==> src/rtl/pkt_link_pkg.sv <==
package pkt_link_pkg;

    localparam int PKT_W  = 32;
    localparam int TYPE_W = 8;
    localparam int BODY_W = PKT_W - TYPE_W;

    typedef enum logic [2:0] {
        ST_BOOT,
        ST_REQ,
        ST_XFER,
        ST_ACK_HI,
        ST_ACK_LO,
        ST_IDLE
    } link_state_t;

    localparam logic [TYPE_W-1:0] TY_IDENT   = 8'h01;
    localparam logic [TYPE_W-1:0] TY_CFG_GEN = 8'h10;
    localparam logic [TYPE_W-1:0] TY_CFG_RCV = 8'h11;
    localparam logic [TYPE_W-1:0] TY_CFG_ADR = 8'h12;
    localparam logic [TYPE_W-1:0] TY_CTRL    = 8'h20;
    localparam logic [TYPE_W-1:0] TY_CSUM    = 8'h30;
    localparam logic [TYPE_W-1:0] TY_STAT    = 8'h40;

endpackage

==> src/rtl/pkt_startup_timer.sv <==
module pkt_startup_timer #(
    parameter int CYCLES = 32768
) (
    input  logic clk,
    input  logic rst_n,
    output logic done
);
    localparam int CNT_W = $clog2(CYCLES + 1);
    localparam logic [CNT_W-1:0] LAST = CNT_W'(CYCLES - 1);

    logic [CNT_W-1:0] cnt;

    always_ff @(posedge clk or negedge rst_n) begin
        if (!rst_n) begin
            cnt <= '0;
        end else if (cnt != LAST) begin
            cnt <= cnt + 1'b1;
        end
    end

    assign done = (cnt == LAST);
endmodule

==> src/rtl/pkt_shift_port.sv <==
module pkt_shift_port #(
    parameter int PKT_W = 32
) (
    input  logic             clk,
    input  logic             rst_n,
    input  logic             sclk,
    input  logic             ss_n,
    input  logic             mosi,
    input  logic [PKT_W-1:0] tx_word,
    output logic             miso,
    output logic             start,
    output logic             done,
    output logic             abort,
    output logic [PKT_W-1:0] rx_word
);
    localparam int CNT_W = $clog2(PKT_W + 2);
    localparam logic [CNT_W-1:0] FULL = CNT_W'(PKT_W);
    localparam logic [CNT_W-1:0] SAT  = CNT_W'(PKT_W + 1);

    logic sclk_q, sclk_qq, ss_q, ss_qq, mosi_q;
    logic [PKT_W-1:0] tx_sr, rx_sr;
    logic [CNT_W-1:0] bit_cnt;
    logic sck_rise, sck_fall, ss_fall, ss_rise;

    always_ff @(posedge clk or negedge rst_n) begin
        if (!rst_n) begin
            sclk_q  <= 1'b0;
            sclk_qq <= 1'b0;
            ss_q    <= 1'b1;
            ss_qq   <= 1'b1;
            mosi_q  <= 1'b0;
        end else begin
            sclk_q  <= sclk;
            sclk_qq <= sclk_q;
            ss_q    <= ss_n;
            ss_qq   <= ss_q;
            mosi_q  <= mosi;
        end
    end

    assign ss_fall  = ss_qq & ~ss_q;
    assign ss_rise  = ~ss_qq & ss_q;
    assign sck_rise = ~ss_q & sclk_q & ~sclk_qq;
    assign sck_fall = ~ss_q & ~sclk_q & sclk_qq;

    always_ff @(posedge clk or negedge rst_n) begin
        if (!rst_n) begin
            tx_sr   <= '0;
            rx_sr   <= '0;
            bit_cnt <= '0;
        end else if (ss_fall) begin
            tx_sr   <= tx_word;
            rx_sr   <= '0;
            bit_cnt <= '0;
        end else if (sck_rise) begin
            rx_sr <= {rx_sr[PKT_W-2:0], mosi_q};
            if (bit_cnt != SAT) begin
                bit_cnt <= bit_cnt + 1'b1;
            end
        end else if (sck_fall) begin
            tx_sr <= {tx_sr[PKT_W-2:0], 1'b0};
        end
    end

    assign miso    = tx_sr[PKT_W-1];
    assign start   = ss_fall;
    assign done    = ss_rise && (bit_cnt == FULL);
    assign abort   = ss_rise && (bit_cnt != FULL);
    assign rx_word = rx_sr;
endmodule

==> src/rtl/pkt_cmd_regs.sv <==
module pkt_cmd_regs
    import pkt_link_pkg::*;
(
    input  logic              clk,
    input  logic              rst_n,
    input  logic              pkt_done,
    input  logic [PKT_W-1:0]  rx_word,
    output logic              decode_en,
    output logic              out_en,
    output logic [BODY_W-1:0] cfg_general,
    output logic [BODY_W-1:0] cfg_receiver,
    output logic [BODY_W-1:0] cfg_address
);
    logic [TYPE_W-1:0] ty;
    logic [BODY_W-1:0] body;

    assign ty   = rx_word[PKT_W-1 -: TYPE_W];
    assign body = rx_word[BODY_W-1:0];

    always_ff @(posedge clk or negedge rst_n) begin
        if (!rst_n) begin
            decode_en    <= 1'b0;
            out_en       <= 1'b0;
            cfg_general  <= '0;
            cfg_receiver <= '0;
            cfg_address  <= '0;
        end else if (pkt_done) begin
            unique case (ty)
                TY_CFG_GEN: cfg_general  <= body;
                TY_CFG_RCV: cfg_receiver <= body;
                TY_CFG_ADR: cfg_address  <= body;
                TY_CTRL:    decode_en    <= body[0];
                TY_CSUM:    out_en       <= 1'b1;
                default:    ;
            endcase
        end
    end
endmodule

==> src/rtl/pkt_link_ctrl.sv <==
module pkt_link_ctrl
    import pkt_link_pkg::*;
#(
    parameter int              STARTUP_CYCLES = 32768,
    parameter int              ACK_LEN        = 4,
    parameter logic [23:0]     DEV_ID         = 24'h5A0C31
) (
    input  logic              clk,
    input  logic              rst_n,
    input  logic              sclk,
    input  logic              ss_n,
    input  logic              mosi,
    input  logic              sync_det,
    output logic              miso,
    output logic              ready_n,
    output logic              decode_en,
    output logic              out_en,
    output logic [BODY_W-1:0] cfg_general,
    output logic [BODY_W-1:0] cfg_receiver,
    output logic [BODY_W-1:0] cfg_address
);
    localparam int ACK_W = $clog2(ACK_LEN + 1);
    localparam logic [ACK_W-1:0] ACK_LAST = ACK_W'(ACK_LEN - 1);
    localparam logic [PKT_W-1:0] IDENT_WORD  = {TY_IDENT, DEV_ID};
    localparam logic [PKT_W-1:0] STATUS_WORD = {TY_STAT, {(BODY_W-1){1'b0}}, 1'b1};

    link_state_t      state, state_nx;
    logic [ACK_W-1:0] ack_cnt;
    logic             boot_done, pkt_start, pkt_done, pkt_abort;
    logic             status_pend, tx_is_stat, sel_stat;
    logic [PKT_W-1:0] tx_word, rx_word;

    pkt_startup_timer #(.CYCLES(STARTUP_CYCLES)) timer_i (
        .clk  (clk),
        .rst_n(rst_n),
        .done (boot_done)
    );

    assign sel_stat = status_pend && out_en;
    assign tx_word  = sel_stat ? STATUS_WORD : IDENT_WORD;

    pkt_shift_port #(.PKT_W(PKT_W)) port_i (
        .clk    (clk),
        .rst_n  (rst_n),
        .sclk   (sclk),
        .ss_n   (ss_n),
        .mosi   (mosi),
        .tx_word(tx_word),
        .miso   (miso),
        .start  (pkt_start),
        .done   (pkt_done),
        .abort  (pkt_abort),
        .rx_word(rx_word)
    );

    pkt_cmd_regs regs_i (
        .clk         (clk),
        .rst_n       (rst_n),
        .pkt_done    (pkt_done),
        .rx_word     (rx_word),
        .decode_en   (decode_en),
        .out_en      (out_en),
        .cfg_general (cfg_general),
        .cfg_receiver(cfg_receiver),
        .cfg_address (cfg_address)
    );

    // Status queue: a new sync strobe wins over a same-cycle clear
    always_ff @(posedge clk or negedge rst_n) begin
        if (!rst_n) begin
            status_pend <= 1'b0;
            tx_is_stat  <= 1'b0;
        end else begin
            if (pkt_start) begin
                tx_is_stat <= sel_stat;
            end
            if (sync_det && decode_en) begin
                status_pend <= 1'b1;
            end else if (pkt_done && tx_is_stat) begin
                status_pend <= 1'b0;
            end
        end
    end

    always_comb begin
        state_nx = state;
        unique case (state)
            ST_BOOT:   if (boot_done) state_nx = ST_REQ;
            ST_REQ:    if (pkt_start) state_nx = ST_XFER;
            ST_XFER: begin
                if (pkt_done)       state_nx = ST_ACK_HI;
                else if (pkt_abort) state_nx = ST_IDLE;
            end
            ST_ACK_HI: if (ack_cnt == ACK_LAST) state_nx = ST_ACK_LO;
            ST_ACK_LO: if (ack_cnt == ACK_LAST) state_nx = ST_IDLE;
            ST_IDLE: begin
                if (pkt_start)     state_nx = ST_XFER;
                else if (sel_stat) state_nx = ST_REQ;
            end
            default:   state_nx = ST_BOOT;
        endcase
    end

    always_ff @(posedge clk or negedge rst_n) begin
        if (!rst_n) begin
            state   <= ST_BOOT;
            ack_cnt <= '0;
        end else begin
            state   <= state_nx;
            ack_cnt <= (state_nx != state) ? '0 : ack_cnt + 1'b1;
        end
    end

    always_comb begin
        unique case (state)
            ST_REQ, ST_ACK_LO: ready_n = 1'b0;
            default:           ready_n = 1'b1;
        endcase
    end
endmodule

==> config.mk <==
export PLATFORM = sky130hd
export DESIGN_NAME = pkt_link_ctrl
export DESIGN_NICKNAME = d
export VERILOG_FILES = /design/src/rtl/pkt_link_pkg.sv /design/src/rtl/pkt_startup_timer.sv /design/src/rtl/pkt_shift_port.sv /design/src/rtl/pkt_cmd_regs.sv /design/src/rtl/pkt_link_ctrl.sv
export SDC_FILE = /design/constraint.sdc
export NUM_CORES = 1
export LEC_CHECK = 0
export CAP_MARGIN = 10
export CELL_PAD_IN_SITES_DETAIL_PLACEMENT = 0
export CELL_PAD_IN_SITES_GLOBAL_PLACEMENT = 1
export CORE_UTILIZATION = 45
export CTS_BUF_LIST = sky130_fd_sc_hd__clkbuf_8 sky130_fd_sc_hd__clkbuf_16
export DETAILED_ROUTE_END_ITERATION = 10
export GPL_ROUTABILITY_DRIVEN = 0
export PLACE_DENSITY_LB_ADDON = 0.1
export SLEW_MARGIN = 10
export SYNTH_ARGS = -nofsm -noshare
export SYNTH_HDL_FRONTEND = slang
export SYNTH_SLANG_ARGS = --single-unit
==> constraint.sdc <==
create_clock -name clk -period 2.8 [get_ports clk]
set_input_delay 0.7 -clock clk [delete_from_list [all_inputs] [get_ports clk]]
set_output_delay 0.7 -clock clk [all_outputs]
set_load 0.03 [all_outputs]
==> results of run 1 <==
-- flip-flops by register name, indices dropped and copies added (netlist names) --
| name | count |
|---|---|
| port_i.sclk_qq | 1 |
| regs_i.cfg_general | 24 |
| regs_i.cfg_address | 24 |
| state | 3 |
| regs_i.out_en | 1 |
| port_i.mosi_q | 1 |
| ack_cnt | 3 |
| status_pend | 1 |
| tx_is_stat | 1 |
| port_i.ss_q | 1 |
| port_i.bit_cnt | 6 |
| port_i.sclk_q | 1 |
| port_i.rx_word | 32 |
| regs_i.cfg_receiver | 24 |
| port_i.tx_sr | 32 |
| port_i.ss_qq | 1 |
| regs_i.decode_en | 1 |
| timer_i.cnt | 16 |
-- routing by layer --
layer  vias to the layer above  GRT usage [%]
met2                        85          30.06
met5                         -              0
met3                        16          6.833
met4                         0          7.353
li1                       2141              -
met1                      2377          26.29
-- cells in the final DEF (no fill, tap or decap), drive strengths merged, types with 2 or more instances in the layout --
cell type	synthesis	routed
a21o	5	5
and3	2	2
nand4	5	5
nand2b	4	4
and2	2	2
clkbuf	21	17
o21a	2	2
nand2	73	73
nand3	21	21
a21oi	23	23
clkinv	1	5
nor2b	4	4
nor4	6	6
dfrtp	171	171
mux2	77	77
nor3	10	10
xor2	7	7
clkdlybuf4s50	0	80
o21ai	7	7
bufinv	0	4
inv	8	15
xnor2	3	3
a22o	36	36
ha	6	6
nor2	15	15
dfstp	2	2
nor4b	2	2
nor3b	2	2
a31oi	12	12
nand4b	2	2
buf	8	14
and4	3	3
-- final cells by class --
class | count | area (um2)
clock buffers | 17 | 425.4
clock inverters | 15 | 225.2
fillers | 1264 | 6505
inverters | 9 | 33.78
multi-input cells | 341 | 2511
flip-flops and latches | 173 | 4332
well taps | 188 | 235.2
repair buffers | 94 | 934.6
-- logic make-up (layout without fill, tap and decap cells) --
group                    Yosys count  count (layout)  share of synthesized area (%)
AO/OA/AOI/OAI                     92              92                          9.276
flip-flops                       173             173                          61.76
adder cells (fa/ha/maj)            6               6                          1.070
XOR/XNOR                          10              10                          1.249
multiplexers                      78              78                          12.50
buffers and inverters             38             135                          2.515
AND/OR/NAND/NOR                  155             155                          11.63
-- stage by stage --
step	setup slack, ps	hold slack [ps]	power, W
finish	219.8	223.9	0.005349
global route	139.5	261.5	0.005551
CTS	202.8	242.5	0.005409
detailed placement	436.9	440.9	0.002818
global placement	537.0	432.1	0.002811
floorplan	720.8	361.6	0.002718
-- how the worst max path moves through the flow --
stage                                  start                     end  slack, ps  depth (start not counted)
after global placement    port_i.rx_word[27]   regs_i.cfg_address[8]        540                          5
final                               state[0]                 ready_n        220                          3
after floorplan           port_i.rx_word[27]  regs_i.cfg_address[10]        720                          5
after global routing                state[0]                 ready_n        140                          3
after CTS                           state[0]                 ready_n        200                          3
after detailed placement  port_i.rx_word[27]   regs_i.cfg_address[3]        440                          5
-- worst max-delay path, cell delays in order (launching register included) --
cell	delay, ps
dfrtp_1	500
xor2_1	190
nand2_1	90
clkdlybuf4s50_1	660
-- power by group through the flow --
stage | logic, W | registers [W] | clock network [W]
after floorplan | 0.000102 | 0.00262 | 0
after global placement | 0.000185 | 0.00263 | 0
after detailed placement | 0.000190 | 0.00263 | 0
after CTS | 0.000191 | 0.00258 | 0.00264
after global routing | 0.000214 | 0.00259 | 0.00275
final | 0.000184 | 0.00258 | 0.00258
==> flow_metrics.env, run 1 <==
export IMPL_finalSetupViolations=0
export IMPL_p_clk_share_pct=48.3
export IMPL_synth_ff_type="dfrtp_1"
export IMPL_syn_area_um2=7014
export IMPL_tightestPinTransition_ps=1145
export IMPL_internal_power_w=0.004132
export IMPL_path_class="reg2out"
export IMPL_cts_buffers=17
export IMPL_dp_hpwl_um=8985
export IMPL_hold_violations=0
export IMPL_postCtsHoldBufs=0
export IMPL_top_layer="met4"
export IMPL_antenna_found_initial=0
export IMPL_core_area_um2=15200
export IMPL_p_seq_share_pct=48.3
export IMPL_post_cts_buffers=0
export IMPL_powerDensity_nw_per_um2=615.0
export IMPL_wl_met3_um=844
export IMPL_viasPerCell=5.519
export IMPL_required_ps=2100
export IMPL_wl_met1_um=6688
export IMPL_drc=0
export IMPL_tritoncts="yes"
export IMPL_placed_cell_area_um2=8046
export IMPL_overflow=0
export IMPL_routed_wl_um=14480
export IMPL_vias=4619
export IMPL_p_sw_w=0.001217
export IMPL_dp_cells=805
export IMPL_h_tree_depth=4
export IMPL_start_util_pct=46.14
export IMPL_grt_pass1_wl_um=24670
export IMPL_dr_pass1_iters=5
export IMPL_ios=82
export IMPL_clkSlewWorstSetupHoldPaths_ps=70
export IMPL_diodes=0
export IMPL_die_y_um=126.9
export IMPL_fin_crit_ps=2580
export IMPL_drv_slew=0
export IMPL_cp_arrival_ps=1880
export IMPL_rr_endpoint="regs_i.cfg_address[22]"
export IMPL_setup_tns_ps=0
export IMPL_startpoint_type="flop"
export IMPL_hold_path_class="in2async"
export IMPL_crit_fanout=12
export IMPL_drv_cap=0
export IMPL_netSwitchingFraction_pct=22.76
export IMPL_synth_top_area_cell="dfrtp_1"
export IMPL_ys_ff_latch=173
export IMPL_period_share_pct=92.15
export IMPL_synth_most_common_cell="dfrtp_1"
export IMPL_final_util_pct=57.21
export IMPL_synthArstFlopShare_pct=100.0
export IMPL_syn_inst=552
export IMPL_synth_commonest_cells="dfrtp_1, mux2_2, nand2_1"
export IMPL_drive_above_1_share_pct=20.34
export IMPL_fin_area_um2=8697
export IMPL_dieArea_um2=16090
export IMPL_clock_path_buffers=2
export IMPL_drt_iter0_drc=286
export IMPL_status="complete, no violations"
export IMPL_p_leak_nw=4.049
export IMPL_grt_start_max_net_pins=59
export IMPL_r2r_slack_ps=460
export IMPL_reg2reg_depth=5
export IMPL_max_freq_mhz=387.6
export IMPL_end_kind="primary output"
export IMPL_synth_edff_count=0
export IMPL_grt_usage_pct=19.79
export IMPL_root_buffer="clkbuf_16"
export IMPL_yosysUniqueCellTypes=48
export IMPL_rsz0062_at_grt="false"
export IMPL_yosysSeqAreaShare_pct=61.76
export IMPL_wire_per_inst_um=17.29
export IMPL_synth_top_cell_area_share_pct=61.01
export IMPL_grt_pass1_vias=4699
export IMPL_yosys_top_cells_area="dfrtp_1, mux2_2, a22o_1"
export IMPL_yosysWarnings=0
export IMPL_cts_resized=0
export IMPL_syn_to_final_growth_pct=23.99
export IMPL_timing_rr_start="port_i.rx_word[27]"
export IMPL_skew_ps=9.831
export IMPL_dr_wl_met2_um=6718
export IMPL_insertion_delay_ps=440
export IMPL_syn_area_per_cell_um2=12.71
export IMPL_die_w_um=126.9
export IMPL_fin_nets=648
export IMPL_clock_sinks=173
export IMPL_slew_headroom_pct=23.66
export IMPL_portBuffers=81
export IMPL_ant_nets=0
export IMPL_final_cells=837
export IMPL_rows=45
export IMPL_combPwrFrac_pct=3.4
export IMPL_postSynthNetCount=564
export IMPL_vdd_ir_drop_max_mv=0.4418
(Power assumes the default switching activity.)
==> inputs of run 2 (changes only) <==
- clock period: 2.8 -> 2.7 ns (I/O delays scaled with it)
==> flow_metrics.env, run 2 (same netlist as run 1, synthesis figures left out) <==
export IMPL_die_w_um=126.9
export IMPL_drive_above_1_share_pct=20.55
export IMPL_cp_slowest_stage_delay_ps=670
export IMPL_final_cell_mix="dfrtp_1, clkdlybuf4s50_1, mux2_2"
export IMPL_h_tree_depth=4
export IMPL_ios=82
export IMPL_grt_pass1_wl_um=24050
export IMPL_skew_ps=13.90
export IMPL_worstPathCellList="xor2_1 -> nand2_1 -> clkdlybuf4s50_1"
export IMPL_cts_resized=0
export IMPL_timing_rr_start="port_i.ss_q"
export IMPL_vias=4527
export IMPL_r2r_slack_ps=450
export IMPL_slew_headroom_pct=68.27
export IMPL_cp_arrival_ps=1850
export IMPL_reg2reg_depth=5
export IMPL_clock_path_buffers=2
export IMPL_final_util_pct=57.09
export IMPL_period_share_pct=93.54
export IMPL_finalSetupViolations=0
export IMPL_grt_usage_pct=19.24
export IMPL_start_util_pct=46.14
export IMPL_fin_nets=651
export IMPL_antenna_found_initial=0
export IMPL_rows=45
export IMPL_postCtsHoldBufs=0
export IMPL_status="complete, no violations"
export IMPL_required_ps=2030
export IMPL_crit_fanout=12
export IMPL_vdd_ir_drop_max_mv=0.4491
export IMPL_grt_pass1_vias=4630
export IMPL_fin_crit_ps=2526
export IMPL_max_freq_mhz=395.9
export IMPL_dp_cells=808
export IMPL_tightestPinTransition_ps=471.7
export IMPL_dr_pass1_iters=6
export IMPL_portBuffers=81
export IMPL_drt_iter0_drc=289
export IMPL_dieArea_um2=16090
export IMPL_final_common_cell="dfrtp_1"
export IMPL_die_y_um=126.9
export IMPL_final_cells=840
export IMPL_syn_to_final_growth_pct=23.74
export IMPL_post_cts_buffers=0
export IMPL_hold_violations=0
export IMPL_slowest_stage="clkdlybuf4s50_1"
export IMPL_rsz0062_at_grt="false"
export IMPL_path_class="reg2out"
export IMPL_p_leak_nw=4.044
export IMPL_dp_hpwl_um=8732
export IMPL_core_area_um2=15200
export IMPL_p_total_w=0.005385
export IMPL_insertion_delay_ps=430
export IMPL_rr_endpoint="regs_i.cfg_address[2]"
export IMPL_setup_tns_ps=0
export IMPL_wire_per_inst_um=16.84
export IMPL_root_buffer="clkbuf_16"
export IMPL_overflow=0
export IMPL_grt_start_max_net_pins=52
export IMPL_tritoncts="yes"
export IMPL_clock_sinks=173
export IMPL_diodes=0
export IMPL_hold_path_class="in2async"
export IMPL_powerDensity_nw_per_um2=620.4
export IMPL_end_kind="primary output"
export IMPL_routed_wl_um=14140
export IMPL_hold_slack_ps=190.6
export IMPL_viasPerCell=5.389
export IMPL_ant_nets=0
export IMPL_startpoint_type="flop"
export IMPL_cts_buffers=17
export IMPL_clkSlewWorstSetupHoldPaths_ps=60
export IMPL_drv_cap=0
export IMPL_drv_slew=0
export IMPL_drc=0
## run 2: changes by cell type in the layout (fill, tap and decap cells not counted), moves of 2 or more
cell | before | now
clkbuf_8 | 0 | 4
buf_4 | 11 | 14
bufinv_16 | 4 | 2
clkinvlp_4 | 0 | 2
clkinv_4 | 2 | 0
## run 2: worst max path at each step
stage | start | endpoint | slack, ps | cells past startpoint
after global routing | state[0] | ready_n | 80 | 3
after floorplan | port_i.rx_word[27] | regs_i.cfg_address[10] | 620 | 5
final | state[0] | ready_n | 170 | 3
after global placement | port_i.ss_q | regs_i.cfg_address[7] | 480 | 5
after CTS | state[0] | ready_n | 160 | 3
after detailed placement | port_i.ss_q | regs_i.cfg_receiver[7] | 450 | 5
## run 2: report_power, final
group | internal (W) | leakage, nW | switching, W
Sequential | 0.00264 | 2.34 | 0.0000375
Combinational | 0.0000631 | 1.40 | 0.000130
Clock | 0.00148 | 0.300 | 0.00104
Total | 0.00418 | 4.04 | 0.00121
## run 2: metrics by stage
stage / area (um2) / setup slack, ps
finish: 8680 / 174.3
global route: 8680 / 83.77
CTS: 8680 / 161.7
detailed placement: 8069 / 445.0
global placement: 8069 / 479.6
floorplan: 7014 / 620.8
## run 2: critical path: cells and delay by family, from the launching register on
kind          cells  cell delay [ps]
xor+xnor          1              190
simple gates      1               80
buf+inv           1              670
flops             1              500
## run 2: cell type report
cell class                 instances  area, um2
tap                              188      235.2
clock inverter                    11      130.1
multi-input combinational        341       2511
sequential                       173       4332
fill                            1286       6523
inverter                           9      33.78
clock buffer                      21      480.5
timing repair buffer              97      957.2
## run 2: layer usage
layer,share of wire (%),vias to the layer above,GRT usage [%],routed length [um]
li1,-,2138,-,-
met1,49,2291,26.78,6955
met2,44,89,27.99,6265
met3,5.5,9,6.959,781
met4,0.98,0,6.303,138
met5,0,-,0,0
==> inputs of run 3 (changes only) <==
- CORE_ASPECT_RATIO: default -> 1.75
==> flow_metrics.env, run 3 (same netlist as run 1, synthesis figures left out) <==
export IMPL_worstPathCellList="xor2_1 -> nand2_1 -> clkdlybuf4s50_1"
export IMPL_fin_area_um2=8677
export IMPL_p_clk_share_pct=45.3
export IMPL_start_util_pct=45.80
export IMPL_wire_per_inst_um=17.99
export IMPL_period_share_pct=94.67
export IMPL_finalSetupViolations=0
export IMPL_end_kind="primary output"
export IMPL_drc=0
export IMPL_core_area_um2=15310
export IMPL_combPwrFrac_pct=3.7
export IMPL_p_sw_w=0.001311
export IMPL_ant_nets=0
export IMPL_drt_iter0_drc=182
export IMPL_grt_pass1_wl_um=25610
export IMPL_max_freq_mhz=391.2
export IMPL_grt_start_max_net_pins=54
export IMPL_vias=4652
export IMPL_drv_cap=0
export IMPL_slowest_stage="clkdlybuf4s50_1"
export IMPL_antenna_found_initial=0
export IMPL_root_buffer="clkbuf_16"
export IMPL_syn_to_final_growth_pct=23.71
export IMPL_post_cts_buffers=0
export IMPL_tightestPinTransition_ps=694.7
export IMPL_p_seq_share_pct=51.0
export IMPL_cp_slowest_stage_delay_ps=660
export IMPL_vdd_ir_drop_max_mv=0.3456
export IMPL_path_class="reg2out"
export IMPL_slew_headroom_pct=53.58
export IMPL_portBuffers=81
export IMPL_cts_buffers=17
export IMPL_insertion_delay_ps=430
export IMPL_dp_hpwl_um=9835
export IMPL_grt_pass1_vias=4919
export IMPL_crit_family="buffers and inverters"
export IMPL_fin_crit_ps=2556
export IMPL_ios=82
export IMPL_die_y_um=167.2
export IMPL_grt_usage_pct=20.68
export IMPL_hold_path_class="in2async"
export IMPL_dp_cells=806
export IMPL_internal_power_w=0.003933
export IMPL_clock_path_buffers=2
export IMPL_h_tree_depth=4
export IMPL_drive_above_1_share_pct=20.58
export IMPL_powerDensity_nw_per_um2=604.3
export IMPL_p_leak_nw=4.026
export IMPL_die_w_um=96.38
export IMPL_postCtsHoldBufs=0
export IMPL_viasPerCell=5.558
export IMPL_crit_fanout=12
export IMPL_rsz0062_at_grt="false"
export IMPL_final_cell_mix="dfrtp_1, clkdlybuf4s50_1, mux2_2"
export IMPL_cts_resized=0
export IMPL_diodes=0
export IMPL_routed_wl_um=15060
export IMPL_hold_violations=0
export IMPL_critical_path_buf_inv_count=1
export IMPL_required_ps=2030
export IMPL_final_common_cell="dfrtp_1"
export IMPL_dr_pass1_iters=4
export IMPL_netSwitchingFraction_pct=25.00
export IMPL_startpoint_type="flop"
export IMPL_status="complete, no violations"
export IMPL_cp_arrival_ps=1880
export IMPL_final_cells=837
export IMPL_skew_ps=14.40
export IMPL_placed_cell_area_um2=8104
export IMPL_rows=60
export IMPL_overflow=0
export IMPL_tritoncts="yes"
export IMPL_drv_slew=0
export IMPL_setup_tns_ps=0
export IMPL_dieArea_um2=16110
export IMPL_clkSlewWorstSetupHoldPaths_ps=70
export IMPL_fin_nets=651
export IMPL_clock_sinks=173
run 3: cell type report:
cell class	instances	area [um2]
Clock buffer	17	425.4
Multi-Input combinational cell	341	2511
Fill cell	1317	6638
Sequential cell	173	4332
Clock inverter	14	147.6
Tap cell	186	232.7
Inverter	9	33.78
Timing Repair Buffer	97	994.7
run 3: layer usage:
layer  track usage, %  vias to the layer above  wire, um  share of wire, %
met1            25.89                     2404      6204                41
met4            6.522                        0       191               1.3
met2            34.38                       92      7949                53
li1                 -                     2140         -                 -
met5                0                        -         0                 0
met3            5.631                       16       714               4.7
run 3: through the flow:
stage	total power (W)	hold slack (ps)	setup WS (ps)	utilization (%)
2_1_floorplan	0.002819	361.6	620.8	-
3_3_place_gp	0.002920	430.9	576.0	52.92
3_5_place_dp	0.002927	440.9	522.3	52.92
4_1_cts	0.005318	199.8	112.9	56.66
5_1_grt	0.005453	215.7	56.09	56.66
6_report	0.005244	188.5	143.8	56.66
run 3: power by group through the flow:
stage          Sequential [W]  Clock [W]  Combinational, W
6_report              0.00268    0.00237          0.000194
5_1_grt               0.00268    0.00255          0.000225
4_1_cts               0.00268    0.00244          0.000201
3_5_place_dp          0.00273          0          0.000200
3_3_place_gp          0.00273          0          0.000195
2_1_floorplan         0.00271          0          0.000106
run 3: path summary, 6_finish.rpt:
path                             start                    end  slack [ps]  depth (start not counted)
setup / recovery              state[0]                ready_n         140                          3
hold / removal                   rst_n       port_i.tx_sr[25]         190                          1
setup reg to reg           port_i.ss_q  regs_i.cfg_address[0]         520                          5
hold reg to reg             ack_cnt[0]             ack_cnt[0]         450                          1
max in group asynchronous        rst_n        port_i.tx_sr[8]        1770                          2
min in group clk            ack_cnt[0]             ack_cnt[0]         450                          1
run 3: worst reg2reg max path, cell delays in order (launching register included):
cell and delay, ps:
dfstp_2 650, nor2b_1 290, nand4_4 210, nor4b_4 320
buf_12 230, mux2_2 370
